--- config.mk ---
export PLATFORM = sky130hd
export DESIGN_NAME = tdm_rx
export DESIGN_NICKNAME = d
export VERILOG_FILES = /design/src/rtl/tdm_rx_pkg.sv /design/src/rtl/tdm_rx_fsgen.sv /design/src/rtl/tdm_rx_deser.sv /design/src/rtl/tdm_rx_fifo.sv /design/src/rtl/tdm_rx.sv
export SDC_FILE = /design/constraint.sdc
export NUM_CORES = 1
export LEC_CHECK = 0
export CAP_MARGIN = 15
export CORE_ASPECT_RATIO = 2
export CORE_MARGIN = 1.5
export CORE_UTILIZATION = 60
export DETAILED_ROUTE_END_ITERATION = 8
export HOLD_SLACK_MARGIN = 0.02
export PLACE_DENSITY_LB_ADDON = 0.15
export SLEW_MARGIN = 10
export SYNTH_ARGS = -nofsm -noshare
export SYNTH_HDL_FRONTEND = slang
export SYNTH_HIERARCHICAL = 1
export SYNTH_SLANG_ARGS = --single-unit
--- constraint.sdc ---
create_clock -name clk -period 14.3 [get_ports clk]
set_input_delay 2.145 -clock clk [delete_from_list [all_inputs] [get_ports clk]]
set_output_delay 2.145 -clock clk [all_outputs]
set_load 0.02 [all_outputs]
--- src/rtl/tdm_rx_pkg.sv ---
package tdm_rx_pkg;
   localparam int SAMPLE_W = 32;

   // serial-port word layout
   localparam int SP_WEN     = 31;
   localparam int SP_EN      = 0;
   localparam int SP_RST     = 1;
   localparam int SP_FLUSH   = 2;
   localparam int SP_MASTER  = 3;
   localparam int SP_FSLOW   = 4;
   localparam int SP_WID_LSB = 8;
   localparam int SP_PER_LSB = 16;

   // format word layout
   localparam int FM_SSZ_LSB   = 0;
   localparam int FM_SLEN_LSB  = 4;
   localparam int FM_SLOTS_LSB = 8;
   localparam int FM_DLY       = 16;
   localparam int FM_RJ        = 17;
   localparam int FM_THR_LSB   = 24;

   // width code shared by sample size and slot length
   function automatic logic [5:0] code_bits(input logic [2:0] code);
      case (code)
         3'd0:    return 6'd8;
         3'd1:    return 6'd12;
         3'd2:    return 6'd16;
         3'd3:    return 6'd20;
         3'd4:    return 6'd24;
         default: return 6'd32;
      endcase
   endfunction

   function automatic logic [SAMPLE_W-1:0] widen(input logic [SAMPLE_W-1:0] raw,
                                                 input logic [5:0] n,
                                                 input logic sgn);
      logic [SAMPLE_W-1:0] m;
      logic fill;
      m    = (n >= 6'd32) ? '1 : ((SAMPLE_W'(1) << n) - SAMPLE_W'(1));
      fill = sgn & raw[n - 6'd1];
      return (raw & m) | (fill ? ~m : '0);
   endfunction
endpackage

--- src/rtl/tdm_rx_fsgen.sv ---
module tdm_rx_fsgen #(
   parameter int PER_W = 12,
   parameter int WID_W = 8
) (
   input  logic             clk,
   input  logic             rst_n,
   input  logic             clr,
   input  logic             tick,
   input  logic             en,
   input  logic             master,
   input  logic             fs_low,
   input  logic [WID_W-1:0] wid,
   input  logic [PER_W-1:0] per,
   input  logic             fs_in,
   output logic             fs_out,
   output logic             start
);
   logic [PER_W-1:0] fcnt_q;
   logic             prev_q;
   logic             gen_act;
   logic             act;

   assign gen_act = (fcnt_q <= PER_W'(wid));
   assign act     = master ? gen_act : (fs_in ^ fs_low);
   assign start   = tick & act & ~prev_q;
   assign fs_out  = (master & en) ? (gen_act ^ fs_low) : fs_low;

   always_ff @(posedge clk or negedge rst_n) begin
      if (!rst_n) begin
         fcnt_q <= '0;
         prev_q <= 1'b0;
      end else if (clr) begin
         fcnt_q <= '0;
         prev_q <= 1'b0;
      end else if (tick) begin
         prev_q <= act;
         if (master) fcnt_q <= (fcnt_q == per) ? '0 : fcnt_q + 1'b1;
      end
   end
endmodule

--- src/rtl/tdm_rx_deser.sv ---
module tdm_rx_deser
   import tdm_rx_pkg::*;
#(
   parameter int SLOT_W   = 7,
   parameter bit SIGN_EXT = 1'b1
) (
   input  logic                clk,
   input  logic                rst_n,
   input  logic                clr,
   input  logic                tick,
   input  logic                start,
   input  logic                sd,
   input  logic                slave,
   input  logic [2:0]          ssz_code,
   input  logic [2:0]          slen_code,
   input  logic [SLOT_W-1:0]   nslots_m1,
   input  logic                dly,
   input  logic                rj,
   output logic                push,
   output logic [SAMPLE_W-1:0] pdata,
   output logic                frame_tick,
   output logic                resync_pulse
);
   logic                act_q, act_d;
   logic [SLOT_W-1:0]   slot_q, slot_d, pslot;
   logic [5:0]          bit_q, bit_d, pbit;
   logic [SAMPLE_W-1:0] sh_q, sh_d;
   logic                push_d, resync_d, proc, sgn;
   logic [5:0]          nsz, nlen, lo;

   generate
      if (SIGN_EXT) begin : g_signed
         assign sgn = 1'b1;
      end else begin : g_unsigned
         assign sgn = 1'b0;
      end
   endgenerate

   assign nsz  = code_bits(ssz_code);
   assign nlen = code_bits(slen_code);
   assign lo   = (nsz >= nlen) ? 6'd0 : nlen - nsz;

   always_comb begin
      act_d    = act_q;
      slot_d   = slot_q;
      bit_d    = bit_q;
      sh_d     = sh_q;
      push_d   = 1'b0;
      resync_d = 1'b0;
      proc     = 1'b0;
      pslot    = slot_q;
      pbit     = bit_q;
      if (tick) begin
         if (start) begin
            resync_d = act_q & slave;
            act_d    = 1'b1;
            slot_d   = '0;
            bit_d    = '0;
            pslot    = '0;
            pbit     = '0;
            proc     = ~dly;
         end else begin
            proc = act_q;
         end
         if (proc) begin
            if (rj ? (pbit >= lo) : (pbit < nsz)) sh_d = {sh_q[SAMPLE_W-2:0], sd};
            if (pbit == nlen - 6'd1) begin
               push_d = 1'b1;
               bit_d  = '0;
               if (pslot == nslots_m1) act_d = 1'b0;
               else                    slot_d = pslot + 1'b1;
            end else begin
               bit_d = pbit + 6'd1;
            end
         end
      end
   end

   always_ff @(posedge clk or negedge rst_n) begin
      if (!rst_n) begin
         act_q        <= 1'b0;
         slot_q       <= '0;
         bit_q        <= '0;
         sh_q         <= '0;
         push         <= 1'b0;
         pdata        <= '0;
         frame_tick   <= 1'b0;
         resync_pulse <= 1'b0;
      end else if (clr) begin
         act_q        <= 1'b0;
         slot_q       <= '0;
         bit_q        <= '0;
         sh_q         <= '0;
         push         <= 1'b0;
         frame_tick   <= 1'b0;
         resync_pulse <= 1'b0;
      end else begin
         act_q        <= act_d;
         slot_q       <= slot_d;
         bit_q        <= bit_d;
         sh_q         <= sh_d;
         push         <= push_d;
         frame_tick   <= tick & start;
         resync_pulse <= resync_d;
         if (push_d) pdata <= widen(sh_d, nsz, sgn);
      end
   end
endmodule

--- src/rtl/tdm_rx_fifo.sv ---
module tdm_rx_fifo #(
   parameter int DEPTH = 8,
   parameter int W     = 32,
   localparam int AW    = (DEPTH > 1) ? $clog2(DEPTH) : 1,
   localparam int CNT_W = $clog2(DEPTH + 1)
) (
   input  logic             clk,
   input  logic             rst_n,
   input  logic             flush,
   input  logic             wr,
   input  logic [W-1:0]     wdata,
   input  logic             rd,
   output logic [W-1:0]     rdata,
   output logic [CNT_W-1:0] cnt,
   output logic             drop
);
   logic [W-1:0]  mem [DEPTH];
   logic [AW-1:0] wp, rp;
   logic          full, empty, do_wr, do_rd;

   assign full  = (cnt == CNT_W'(DEPTH));
   assign empty = (cnt == '0);
   assign do_wr = wr & ~full;
   assign do_rd = rd & ~empty;
   assign drop  = wr & full;
   assign rdata = mem[rp];

   function automatic logic [AW-1:0] nxt(input logic [AW-1:0] p);
      return (p == AW'(DEPTH - 1)) ? '0 : p + 1'b1;
   endfunction

   always_ff @(posedge clk) begin
      if (do_wr) mem[wp] <= wdata;
   end

   always_ff @(posedge clk or negedge rst_n) begin
      if (!rst_n) begin
         wp  <= '0;
         rp  <= '0;
         cnt <= '0;
      end else if (flush) begin
         wp  <= '0;
         rp  <= '0;
         cnt <= '0;
      end else begin
         if (do_wr) wp <= nxt(wp);
         if (do_rd) rp <= nxt(rp);
         case ({do_wr, do_rd})
            2'b10:   cnt <= cnt + 1'b1;
            2'b01:   cnt <= cnt - 1'b1;
            default: cnt <= cnt;
         endcase
      end
   end
endmodule

--- src/rtl/tdm_rx.sv ---
module tdm_rx
   import tdm_rx_pkg::*;
#(
   parameter int FIFO_DEPTH = 8,
   parameter int SLOT_W     = 7,
   parameter int WID_W      = 8,
   parameter int PER_W      = 12,
   parameter bit SIGN_EXT   = 1'b1,
   localparam int CNT_W      = $clog2(FIFO_DEPTH + 1)
) (
   input  logic        clk,
   input  logic        rst_n,
   input  logic        sp_wr,
   input  logic [31:0] sp_wdata,
   input  logic        fmt_wr,
   input  logic [31:0] fmt_wdata,
   input  logic        bclk_en,
   input  logic        fs_in,
   input  logic        sd,
   output logic        fs_out,
   output logic        fs_oe,
   output logic        frame_tick,
   input  logic        rd_en,
   output logic [31:0] rd_data,
   output logic        rd_valid,
   output logic        req,
   output logic        overrun,
   output logic        resync
);
   generate
      if (WID_W > 8 || PER_W > 15 || PER_W < WID_W || SLOT_W > 8 ||
          SLOT_W < 1 || CNT_W > 8 || FIFO_DEPTH < 2) begin : g_bad_cfg
         $error("tdm_rx: parameter set does not fit the configuration words");
      end
   endgenerate

   logic             en_q, master_q, fslow_q, dly_q, rj_q;
   logic [WID_W-1:0] wid_q;
   logic [PER_W-1:0] per_q;
   logic [2:0]       ssz_q, slen_q;
   logic [SLOT_W-1:0] slots_q;
   logic [CNT_W-1:0] thr_q, fifo_cnt;
   logic             sp_take, clr, flush, tick, start;
   logic             dz_push, rs_pulse, drop;
   logic [31:0]      dz_data;

   assign sp_take = sp_wr & sp_wdata[SP_WEN];
   assign clr     = sp_take & sp_wdata[SP_RST];
   assign flush   = sp_take & sp_wdata[SP_FLUSH];
   assign tick    = bclk_en & en_q;

   always_ff @(posedge clk or negedge rst_n) begin
      if (!rst_n) begin
         en_q <= 1'b0; master_q <= 1'b0; fslow_q <= 1'b0;
         wid_q <= '0; per_q <= '0;
      end else if (sp_take) begin
         en_q     <= sp_wdata[SP_EN];
         master_q <= sp_wdata[SP_MASTER];
         fslow_q  <= sp_wdata[SP_FSLOW];
         wid_q    <= sp_wdata[SP_WID_LSB +: WID_W];
         per_q    <= sp_wdata[SP_PER_LSB +: PER_W];
      end
   end

   always_ff @(posedge clk or negedge rst_n) begin
      if (!rst_n) begin
         ssz_q <= '0; slen_q <= '0; slots_q <= '0;
         dly_q <= 1'b0; rj_q <= 1'b0; thr_q <= '0;
      end else if (fmt_wr) begin
         ssz_q   <= fmt_wdata[FM_SSZ_LSB +: 3];
         slen_q  <= fmt_wdata[FM_SLEN_LSB +: 3];
         slots_q <= fmt_wdata[FM_SLOTS_LSB +: SLOT_W];
         dly_q   <= fmt_wdata[FM_DLY];
         rj_q    <= fmt_wdata[FM_RJ];
         thr_q   <= fmt_wdata[FM_THR_LSB +: CNT_W];
      end
   end

   tdm_rx_fsgen #(.PER_W(PER_W), .WID_W(WID_W)) u_fsgen (
      .clk(clk), .rst_n(rst_n), .clr(clr), .tick(tick), .en(en_q),
      .master(master_q), .fs_low(fslow_q), .wid(wid_q), .per(per_q),
      .fs_in(fs_in), .fs_out(fs_out), .start(start)
   );

   tdm_rx_deser #(.SLOT_W(SLOT_W), .SIGN_EXT(SIGN_EXT)) u_deser (
      .clk(clk), .rst_n(rst_n), .clr(clr), .tick(tick), .start(start),
      .sd(sd), .slave(~master_q), .ssz_code(ssz_q), .slen_code(slen_q),
      .nslots_m1(slots_q), .dly(dly_q), .rj(rj_q), .push(dz_push),
      .pdata(dz_data), .frame_tick(frame_tick), .resync_pulse(rs_pulse)
   );

   tdm_rx_fifo #(.DEPTH(FIFO_DEPTH), .W(32)) u_fifo (
      .clk(clk), .rst_n(rst_n), .flush(flush), .wr(dz_push), .wdata(dz_data),
      .rd(rd_en), .rdata(rd_data), .cnt(fifo_cnt), .drop(drop)
   );

   always_ff @(posedge clk or negedge rst_n) begin
      if (!rst_n) begin
         overrun <= 1'b0;
         resync  <= 1'b0;
      end else if (clr) begin
         overrun <= 1'b0;
         resync  <= 1'b0;
      end else begin
         if (drop)     overrun <= 1'b1;
         if (rs_pulse) resync  <= 1'b1;
      end
   end

   assign fs_oe    = master_q;
   assign rd_valid = (fifo_cnt != '0);
   assign req      = (fifo_cnt > thr_q);
endmodule

Word level (Yosys, flattened, before mapping)
Memory sizes are Yosys's and may differ from the RTL's.
Cells that the tools add are included.
Widths: inputs -> output; s select.
{"block": "totals", "register_bits": 148, "latchBits": 0, "ram_bits": 256, "mem_bits_ro": 0, "in_bits": 72, "output_inout_bits": 39, "memories": 1}
{"block": "op_classes", "add_sub_neg": 11, "n_mul": 0, "div_mod_pow": 0, "n_lt_le_gt_ge": 7, "n_eq_ne": 16, "shifts": 1, "mux": 63, "bitwise_logic": 23, "reduce_logical": 13}
{"name": "u_fifo.mem", "words": 8, "word_bits": 32, "rd": 1, "rd_ports_with_merged_regs": 0, "write_ports": 1, "line_no": "tdm_rx_fifo.sv:17", "text": "logic [W-1:0] mem [DEPTH];"}
{"cell": "$mux 32", "count": 6}
{"cell": "$pmux 6 s5", "count": 2}
{"cell": "$mux 7", "count": 7}
{"cell": "$mux 12", "count": 4}
{"cell": "$mux 6", "count": 7}
{"cell": "$and 32x32->32", "count": 1}
{"cell": "$not 32->32", "count": 1}
{"cell": "$or 32x32->32", "count": 1}
{"cell": "$shl 1x6->32 const A", "count": 1}
{"cell": "$sub 32x1->32 const B", "count": 1}
{"cell": "$mux 1", "count": 28}
{"cell": "$mux 3", "count": 6}
{"cell": "$add 12x1->12 const B", "count": 1}
{"cell": "$and 1x1->1", "count": 12}
{"cell": "$eq 12x12->1", "count": 1}
{"cell": "$eq 3x2->1 const B", "count": 4}
{"cell": "$eq 3x3->1 const B", "count": 4}
{"cell": "$ge 6x6->1", "count": 2}
{"cell": "$le 12x8->1", "count": 1}
{"cell": "$reduce_bool 2->1", "count": 6}
{"cell": "$sub 6x1->6 const B", "count": 2}
{"cell": "$pmux 4 s2", "count": 1}
{"cell": "$add 7x1->7 const B", "count": 1}
{"cell": "$eq 7x7->1", "count": 1}
{"cell": "23 further kinds", "count": 33}

Longest topological paths before layout
Gate-level depths: netlist of run 1.
{"block": "logic_depth", "depth_word": 15, "mapped_depth": 22}

Hierarchy
The synthesis of run 1 kept the hierarchy.
{"mod": "tdm_rx_fifo", "n_inst": 1, "cells_each": 458, "area_per_inst_um2": 10362.4, "seq_area_each_um2": 7937.6}
{"mod": "tdm_rx_deser", "n_inst": 1, "cells_each": 556, "area_per_inst_um2": 5007.3, "seq_area_each_um2": 2026.9}
{"mod": "tdm_rx", "n_inst": 1, "cells_each": 116, "area_per_inst_um2": 1850.5, "seq_area_each_um2": 1101.1}
{"mod": "tdm_rx_fsgen", "n_inst": 1, "cells_each": 149, "area_per_inst_um2": 1211.2, "seq_area_each_um2": 325.3}

Worst setup path before layout of run 1
OpenSTA, ideal clock, no wires.
{"block": "synth_timing", "path_kind": "input to register", "start": "in bclk_en", "end": "reg u_deser.pdata[15]", "setup_ps": 72, "t_arrival_ps": 5260, "t_required_ps": 14228, "slack_ps": 8968, "cell_stages": 15, "cell_sequence": "and2_1 -> o21ai_0 -> nor3_1 -> buf_2 -> clkbuf_1 -> clkbuf_1 -> nor2b_1 -> ha_1 -> or3b_1 -> nand4_1 -> clkbuf_1 -> clkbuf_1 -> o21ai_0 -> a211o_1 -> nand3_1"}
{"block": "synth_between", "elab_chain_cells": 14, "elab_cells_between_ends": 23}
{"item": "start, declared", "line_no": "tdm_rx.sv:17", "text": "input logic bclk_en,"}
{"item": "$and 1x1->1 *", "line_no": "tdm_rx.sv:50", "text": "assign tick = bclk_en & en_q;"}
{"item": "$and 1x1->1 * (2 in series)", "line_no": "tdm_rx_fsgen.sv:25", "text": "assign start = tick & act & ~prev_q;"}
{"item": "via start", "line_no": "tdm_rx.sv:43", "text": "logic sp_take, clr, flush, tick, start;"}
{"item": "$mux 6", "line_no": "tdm_rx_deser.sv:54", "text": "if (start) begin"}
{"item": "$mux 6", "line_no": "tdm_rx_deser.sv:53", "text": "if (tick) begin"}
{"item": "$lt 6x6->1 or $ge 6x6->1 (tied branches)", "line_no": "tdm_rx_deser.sv:66", "text": "if (rj ? (pbit >= lo) : (pbit < nsz)) sh_d = {sh_q[SAMPLE_W-2:0], sd};"}
{"item": "$mux 1", "line_no": "tdm_rx_deser.sv:66"}
{"item": "$mux 32", "line_no": "tdm_rx_deser.sv:66"}
{"item": "$mux 32", "line_no": "tdm_rx_deser.sv:65", "text": "if (proc) begin"}
{"item": "$mux 32", "line_no": "tdm_rx_deser.sv:53"}
{"item": "$bmux 1 s5", "line_no": "tdm_rx_pkg.sv:40", "text": "fill = sgn & raw[n - 6'd1];"}
{"item": "$mux 1 (implied by the code)", "line_no": "tdm_rx_pkg.sv:40"}
{"item": "$mux 32", "line_no": "tdm_rx_pkg.sv:41", "text": "return (raw & m) | (fill ? ~m : '0);"}
{"item": "$or 32x32->32", "line_no": "tdm_rx_pkg.sv:41"}
{"item": "end signal, assigned", "line_no": "tdm_rx_deser.sv:105", "text": "if (push_d) pdata <= widen(sh_d, nsz, sgn);"}
{"item": "end, declared", "line_no": "tdm_rx_deser.sv:20", "text": "output logic [SAMPLE_W-1:0] pdata,"}
The timed path passes the listed nets; every way through them passes the cells marked *. The select of a mux whose other input is x is not followed.
A chain may end at the register's enable or synchronous reset.

Worst setup path in the final report of run 1
{"block": "layout_timing", "start": "in bclk_en", "end": "reg u_deser.pdata[24]"}
{"block": "layout_between", "elab_chain_cells": 14, "elab_cells_between_ends": 23}
{"item": "$and 1x1->1 *", "line_no": "tdm_rx.sv:50"}
{"item": "via tick", "line_no": "tdm_rx.sv:43"}
{"item": "$and 1x1->1 * (2 in series)", "line_no": "tdm_rx_fsgen.sv:25"}
{"item": "via start", "line_no": "tdm_rx.sv:43"}
{"item": "$mux 6", "line_no": "tdm_rx_deser.sv:54"}
{"item": "$mux 6", "line_no": "tdm_rx_deser.sv:53"}
{"item": "$lt 6x6->1 or $ge 6x6->1 (tied branches)", "line_no": "tdm_rx_deser.sv:66"}
{"item": "$mux 1", "line_no": "tdm_rx_deser.sv:66"}
{"item": "$mux 32", "line_no": "tdm_rx_deser.sv:66"}
{"item": "$mux 32", "line_no": "tdm_rx_deser.sv:65"}
{"item": "$mux 32", "line_no": "tdm_rx_deser.sv:53"}
{"item": "$bmux 1 s5", "line_no": "tdm_rx_pkg.sv:40"}
{"item": "$mux 1 (implied by the code)", "line_no": "tdm_rx_pkg.sv:40"}
{"item": "$mux 32", "line_no": "tdm_rx_pkg.sv:41"}
{"item": "$or 32x32->32", "line_no": "tdm_rx_pkg.sv:41"}
Marks and branches as above.

==> results.toml, run 1 <==
[hold_path]
worstHoldPathType = "reg2reg"
whs_endpoint = "resync"
hold_depth = 2
hold_start = "u_deser/resync_pulse"

[flow_run]
maxCapViolations = 0

[grt]
grt_pass1_wl_mm = 61.6
grt_max_degree = 95
grt_use_total_pct = 25.0
antenna_found_initial = 0
globalRouteOverflowTotal = 0
grt_pass1_vias = 11400

[clocking]
cts_buffers = 35
cts.hold.buffers_added = 0
htree_levels = 2
post-cts-setup-buffer-count = 0
cts_root_buf = "clkbuf_16"
clkTransAtPathRegs_ns = 0.07
insertion_delay_ns = 0.53
cts_buffer_depth = 3
clkSinkCount = 404
post_cts_resized = 0
tritoncts = "done"

[logic_synthesis]
yosys.area_share.simple_pct = 9.41
syn_nets = 1388
synthesis.instances = 1279
synth_xor_area_share_pct = 1.33
synth_fa_ha_area_share_pct = 2.61
synth_cell_types = 87
synth.area.top_cells = "edfxtp_1, dfrtp_1, mux4_2"
yosysMostFrequentCell = "edfxtp_1"
synth.yosys.warnings = 6
syn_avg_cell_area_um2 = 14.4
synth_mux_area_share_pct = 14.1
synth_compound_gate_area_share_pct = 8.02
synth_top_area_share_pct = 41.7
ys_seq_elements = 404
synth.largest_area_cell = "edfxtp_1"
synth_commonest_cells = "edfxtp_1, dfrtp_1, mux4_2, nor2_1, nand2_1"
netlist_area_mm2 = 0.0184
synth_edf_count = 256
async_flop_share_pct = 36.6
ys_seq_area_share_pct = 61.8
synth_top_family_by_area = "multiplexers"
synthFlopType = "edfxtp_1"

[die]
rows = 90
die_height_um = 251
start_util_pct = 61.1
core_area_mm2 = 0.0302
dieArea_mm2 = 0.0318
pin_count = 111
fp.dieW_um = 127

[route]
drtIter0Drc = 615
vias = 11200
viasPerCell = 6.40
dr.pass1.iters = 7
final_antenna_net_count = 0
wire_per_inst_um = 22.1
drt_wl_total_mm = 38.7
drc = 0

[timing]
fin_ws_ns = 8.52
fmax_mhz = 173
fin_crit_sh_pct = 40.4
slew_viol_final = 0
setup_viol = 0
relSlewSlack_pct = 36.1
hold_viol = 0
period_needed_ns = 5.78
fin_tns_setup_ns = 0
rsz0062_at_grt = "no"
tightest_slew_ns = 0.958
skew_ns = 0.0145

[run_status]
outcome = "finished, final reports clean"

[setup_path]
critPathKind = "in2reg"
cp_cell_sequence = "clkdlybuf4s50_1, and2_1, buf_4, o21ai_0, nor3_2, buf_4, nor2b_1, ha_1, a211oi_1, a211oi_2, buf_4, nor3_2, o21ai_1, o211ai_1"
crit_path_max_fanout = 35
worst_path_most_repeated_cell = "buf_4"
cp.required_ns = 14.74
end_kind = "flip-flop"
reg2reg_slack_ns = 9.52
timing.rr.end = "u_deser/pdata[24]"
ff2ff_path_depth = 16
slowest_delay_ns = 0.63
cp-start-kind = "input pin"
crit_arrival_ns = 6.22
slowest_stage = "nor3_2"
crit_buf_inv = 4
regToRegStartpoint = "ssz_q[2]"
cp_top_family = "compound AO/OA/AOI/OAI gates"

[power]
p_leak_nw = 8.21
powerDensity_mw_per_mm2 = 140
ir_drop_mv = 0.102

[placement]
gp_congestion = 0.888
dpl_cell_area_mm2 = 0.0196
pre_cts_ws_ns = 8.02
port_buffers = 91
dp_hpwl_mm = 24.8

[finish]
stdcell_area_mm2 = 0.0208
n_antenna_cell = 0
nets = 1461
drive_gt1_share_pct = 18.2
syn2layout_area_growth_pct = 12.8
multiInputGateArea_mm2 = 0.00658
regArea_mm2 = 0.0114
fillers = 2097
where the power goes:
part | internal, mW | switching (mW)
clock network | 0.552 | 0.413
logic | 0.282 | 0.300
registers | 1.28 | 0.0809
through the flow:
| step | power (mW) | utilization, % | instances | hold slack [ns] |
|---|---|---|---|---|
| floorplan | 1.80 | - | 1279 | 0.442 |
| global placement | 1.96 | 65.1 | 1683 | 0.469 |
| detailed placement | 1.98 | 65.1 | 1683 | 0.491 |
| CTS | 2.94 | 68.9 | 1747 | 0.492 |
| global route | 3.04 | 68.9 | 1747 | 0.522 |
| finish | 2.91 | 68.9 | 1747 | 0.498 |
metal layers:
| metal | vias up | global-route usage (%) | wire length (um) |
|---|---|---|---|
| li1 | 5075 | - | - |
| met1 | 5676 | 29.0 | 14500 |
| met2 | 320 | 45.6 | 20900 |
| met3 | 113 | 2.64 | 1270 |
| met4 | 0 | 12.6 | 1980 |
| met5 | - | 0 | 0 |
cell type report:
type	count	share of cell area [%]
Clock buffer	51	4.70
Clock inverter	13	0.884
Inverter	31	0.566
Multi-Input combinational cell	766	31.6
Sequential cell	404	54.8
Tap cell	368	2.21
Timing Repair Buffer	114	5.22
worst min-delay path, stage by stage (launching register included):
cell	delay, ns
dfrtp_1	0.33
nor2_1	0.04
nor2_1	0.09
worst max-delay path by stage:
stage / end / startpoint / depth (start not counted) / slack (ns)
after global routing: u_deser/pdata[24] / bclk_en / 18 / 8.26
after floorplan: u_deser/pdata[15] / bclk_en / 15 / 8.97
after CTS: rd_data[8] / u_fifo/rp[0] / 4 / 8.53
after global placement: u_deser/pdata[20] / bclk_en / 18 / 8.04
final: u_deser/pdata[24] / bclk_en / 14 / 8.52
after detailed placement: u_deser/pdata[24] / bclk_en / 18 / 8.02
kinds of logic after synthesis:
| logic type | Yosys count |
|---|---|
| xor+xnor | 28 |
| fa+ha+maj | 38 |
| flops | 404 |
| compound gates | 217 |
| mux | 160 |
| buf+inv | 109 |
| simple gates | 323 |
registers in the layout (all words and copies together), names as in the netlist, 4 cells and up:
register / cells
per_q: 12
slots_q: 7
thr_q: 4
u_deser/bit_q: 6
u_deser/pdata: 32
u_deser/sh_q: 32
u_deser/slot_q: 7
u_fifo/cnt: 4
u_fifo/mem: 256
u_fsgen/fcnt_q: 12
wid_q: 8
placed cells by master (no fill, tap or decap), types with 8 or more instances in the layout:
master           count
nand2b_1            21
mux2_4              20
a31oi_1              9
mux4_2              66
clkbuf_16           36
clkbuf_1            13
nand3b_1             8
nand3_1             53
a21oi_1             55
xor2_1              17
nor4_1              12
buf_4               23
ha_1                36
nor3_1              13
inv_1               29
xnor2_1             11
nor2_1              61
mux2i_1             20
o211ai_1            21
nor2b_1             14
o21ai_0             46
clkdlybuf4s50_1     90
and3_1               9
a211o_1             16
dfrtp_1            146
a211oi_1            14
nand2_1             63
mux2_2              54
edfxtp_1           256
Note: power is estimated with default switching activity, not from simulation.
==> run 2: changes to the inputs <==
==> constraint.sdc (replaced) <==
create_clock -name clk -period 5.8 [get_ports clk]
set_input_delay 0.87 -clock clk [delete_from_list [all_inputs] [get_ports clk]]
set_output_delay 0.87 -clock clk [all_outputs]
set_load 0.02 [all_outputs]
==> results.toml, run 2 (synthesized netlist as in run 1, its figures left out) <==
[finish]
fillers = 2080
multiInputGateArea_mm2 = 0.00658
regMostFlops = "u_fifo/mem"
final_common_cell = "edfxtp_1"
n_antenna_cell = 0
stdcell_area_mm2 = 0.0207
final_cell_mix = "edfxtp_1, dfrtp_1, clkdlybuf4s50_1, mux4_2, nand2_1"
regArea_mm2 = 0.0114
largest_reg_flops = 256
nets = 1467
syn2layout_area_growth_pct = 12.6
drive_gt1_share_pct = 18.2
top_regs = "u_fifo/mem x256, u_deser/pdata x32, u_deser/sh_q x32"

[placement]
port_buffers = 91
gp_congestion = 0.892
dp_hpwl_mm = 26.1
dpl_cell_area_mm2 = 0.0197
pre_cts_ws_ns = 0.956

[timing]
skew_ns = 0.0159
period_needed_ns = 4.73
fin_ws_ns = 1.07
hold_viol = 0
rsz0062_at_grt = "no"
relSlewSlack_pct = 36.7
tightest_slew_ns = 0.950
setup_viol = 0
hold-worst-slack_ns = 0.146
fin_crit_sh_pct = 81.6
fin_tns_setup_ns = 0
slew_viol_final = 0
fmax_mhz = 211

[power]
p_sw_mw = 1.97
powerDensity_mw_per_mm2 = 339
p_sw_share_pct = 28.0
power_frac_seq_pct = 48.8
ir_drop_mv = 0.247
cellInternalPower_mw = 5.07
p_comb_share_pct = 19.6
total_power_mw = 7.04
clock_power_share_pct = 31.6
p_leak_nw = 8.20

[setup_path]
ff2ff_path_depth = 17
reg2reg_slack_ns = 1.07
end_kind = "flip-flop"
timing.rr.end = "u_deser/pdata[20]"
worst_path_most_repeated_cell = "inv_1"
crit_path_max_fanout = 21
cp_cell_sequence = "ha_1, nand4_1, a21o_1, a21oi_2, nor3_2, buf_4, inv_1, nand2_1, inv_1, ha_1, inv_1, a211oi_1, nand3b_1, or3_1, inv_2, o21ai_1, o211ai_1"
slowest_delay_ns = 0.60
crit_arrival_ns = 5.16
critPathKind = "reg2reg"
cp-start-kind = "flip-flop"
slowest_stage = "or3_1"
cp.required_ns = 6.23
regToRegStartpoint = "u_fsgen/fcnt_q[5]"

[clocking]
clkTransAtPathRegs_ns = 0.06
cts_root_buf = "clkbuf_16"
cts_buffer_depth = 3
clkSinkCount = 404
tritoncts = "done"
htree_levels = 2
post_cts_resized = 0
cts.hold.buffers_added = 0
cts_buffers = 35
insertion_delay_ns = 0.53
post-cts-setup-buffer-count = 0

[die]
start_util_pct = 61.1
pin_count = 111
die_height_um = 251
rows = 90
fp.dieW_um = 127
dieArea_mm2 = 0.0318
core_area_mm2 = 0.0302

[route]
drt_wl_total_mm = 39.5
final_antenna_net_count = 0
drtIter0Drc = 758
dr.pass1.iters = 5
viasPerCell = 6.44
drc = 0
wire_per_inst_um = 22.6
vias = 11300

[grt]
grt_pass1_vias = 11500
globalRouteOverflowTotal = 0
grt_max_degree = 76
grt_pass1_wl_mm = 62.4
antenna_found_initial = 0
grt_use_total_pct = 25.5

[flow_run]
maxCapViolations = 0

[run_status]
outcome = "finished, final reports clean"

[hold_path]
worstHoldPathType = "in2async"
==> run 2: routing by layer <==
layer / track usage [%] / share of wire (%) / routed length, um
met1: 28.6 / 36 / 14300
met2: 47.9 / 55 / 21900
met3: 2.47 / 3.4 / 1340
met4: 12.6 / 5.0 / 1990
met5: 0 / 0 / 0
==> run 2: final cells by class <==
class / count / area share [%]
flip-flops and latches: 404 / 54.9
multi-input cells: 766 / 31.7
repair buffers: 120 / 5.44
clock buffers: 51 / 4.66
well taps: 368 / 2.22
inverters: 31 / 0.567
clock inverters: 12 / 0.488
==> run 2: how the worst max path moves through the flow <==
| stage | from | slack [ns] | cells after the start | endpoint |
|---|---|---|---|---|
| 2_1_floorplan | u_fifo/cnt[2] | 1.31 | 4 | u_fifo/mem[0][0] |
| 3_3_place_gp | fs_in | 1.05 | 16 | u_deser/pdata[20] |
| 3_5_place_dp | fs_in | 0.96 | 16 | u_deser/pdata[8] |
| 4_1_cts | u_fsgen/fcnt_q[7] | 1.13 | 17 | u_deser/pdata[20] |
| 5_1_grt | u_fsgen/fcnt_q[5] | 0.79 | 17 | u_deser/pdata[22] |
| 6_report | u_fsgen/fcnt_q[5] | 1.07 | 17 | u_deser/pdata[20] |
==> run 2: critical path, delay by kind of cell (launching register included) <==
kind | cells | cell delay, ns
buf+inv | 5 | 0.92
flops | 1 | 0.49
compound gates | 5 | 1.57
simple gates | 5 | 1.14
fa+ha+maj | 2 | 0.52
==> run 2: stage by stage <==
stage               util (%)  cells
finish                  68.8   1752
global route            68.8   1752
CTS                     68.8   1752
detailed placement      65.2   1689
global placement        65.2   1689
floorplan                  -   1279
==> run 2: power groups by stage <==
| stage | clock network, mW | registers [mW] | logic [mW] |
|---|---|---|---|
| 2_1_floorplan | 0 | 3.30 | 1.15 |
| 3_3_place_gp | 0 | 3.50 | 1.35 |
| 3_5_place_dp | 0 | 3.50 | 1.38 |
| 4_1_cts | 2.27 | 3.44 | 1.39 |
| 5_1_grt | 2.38 | 3.47 | 1.50 |
| 6_report | 2.22 | 3.44 | 1.38 |
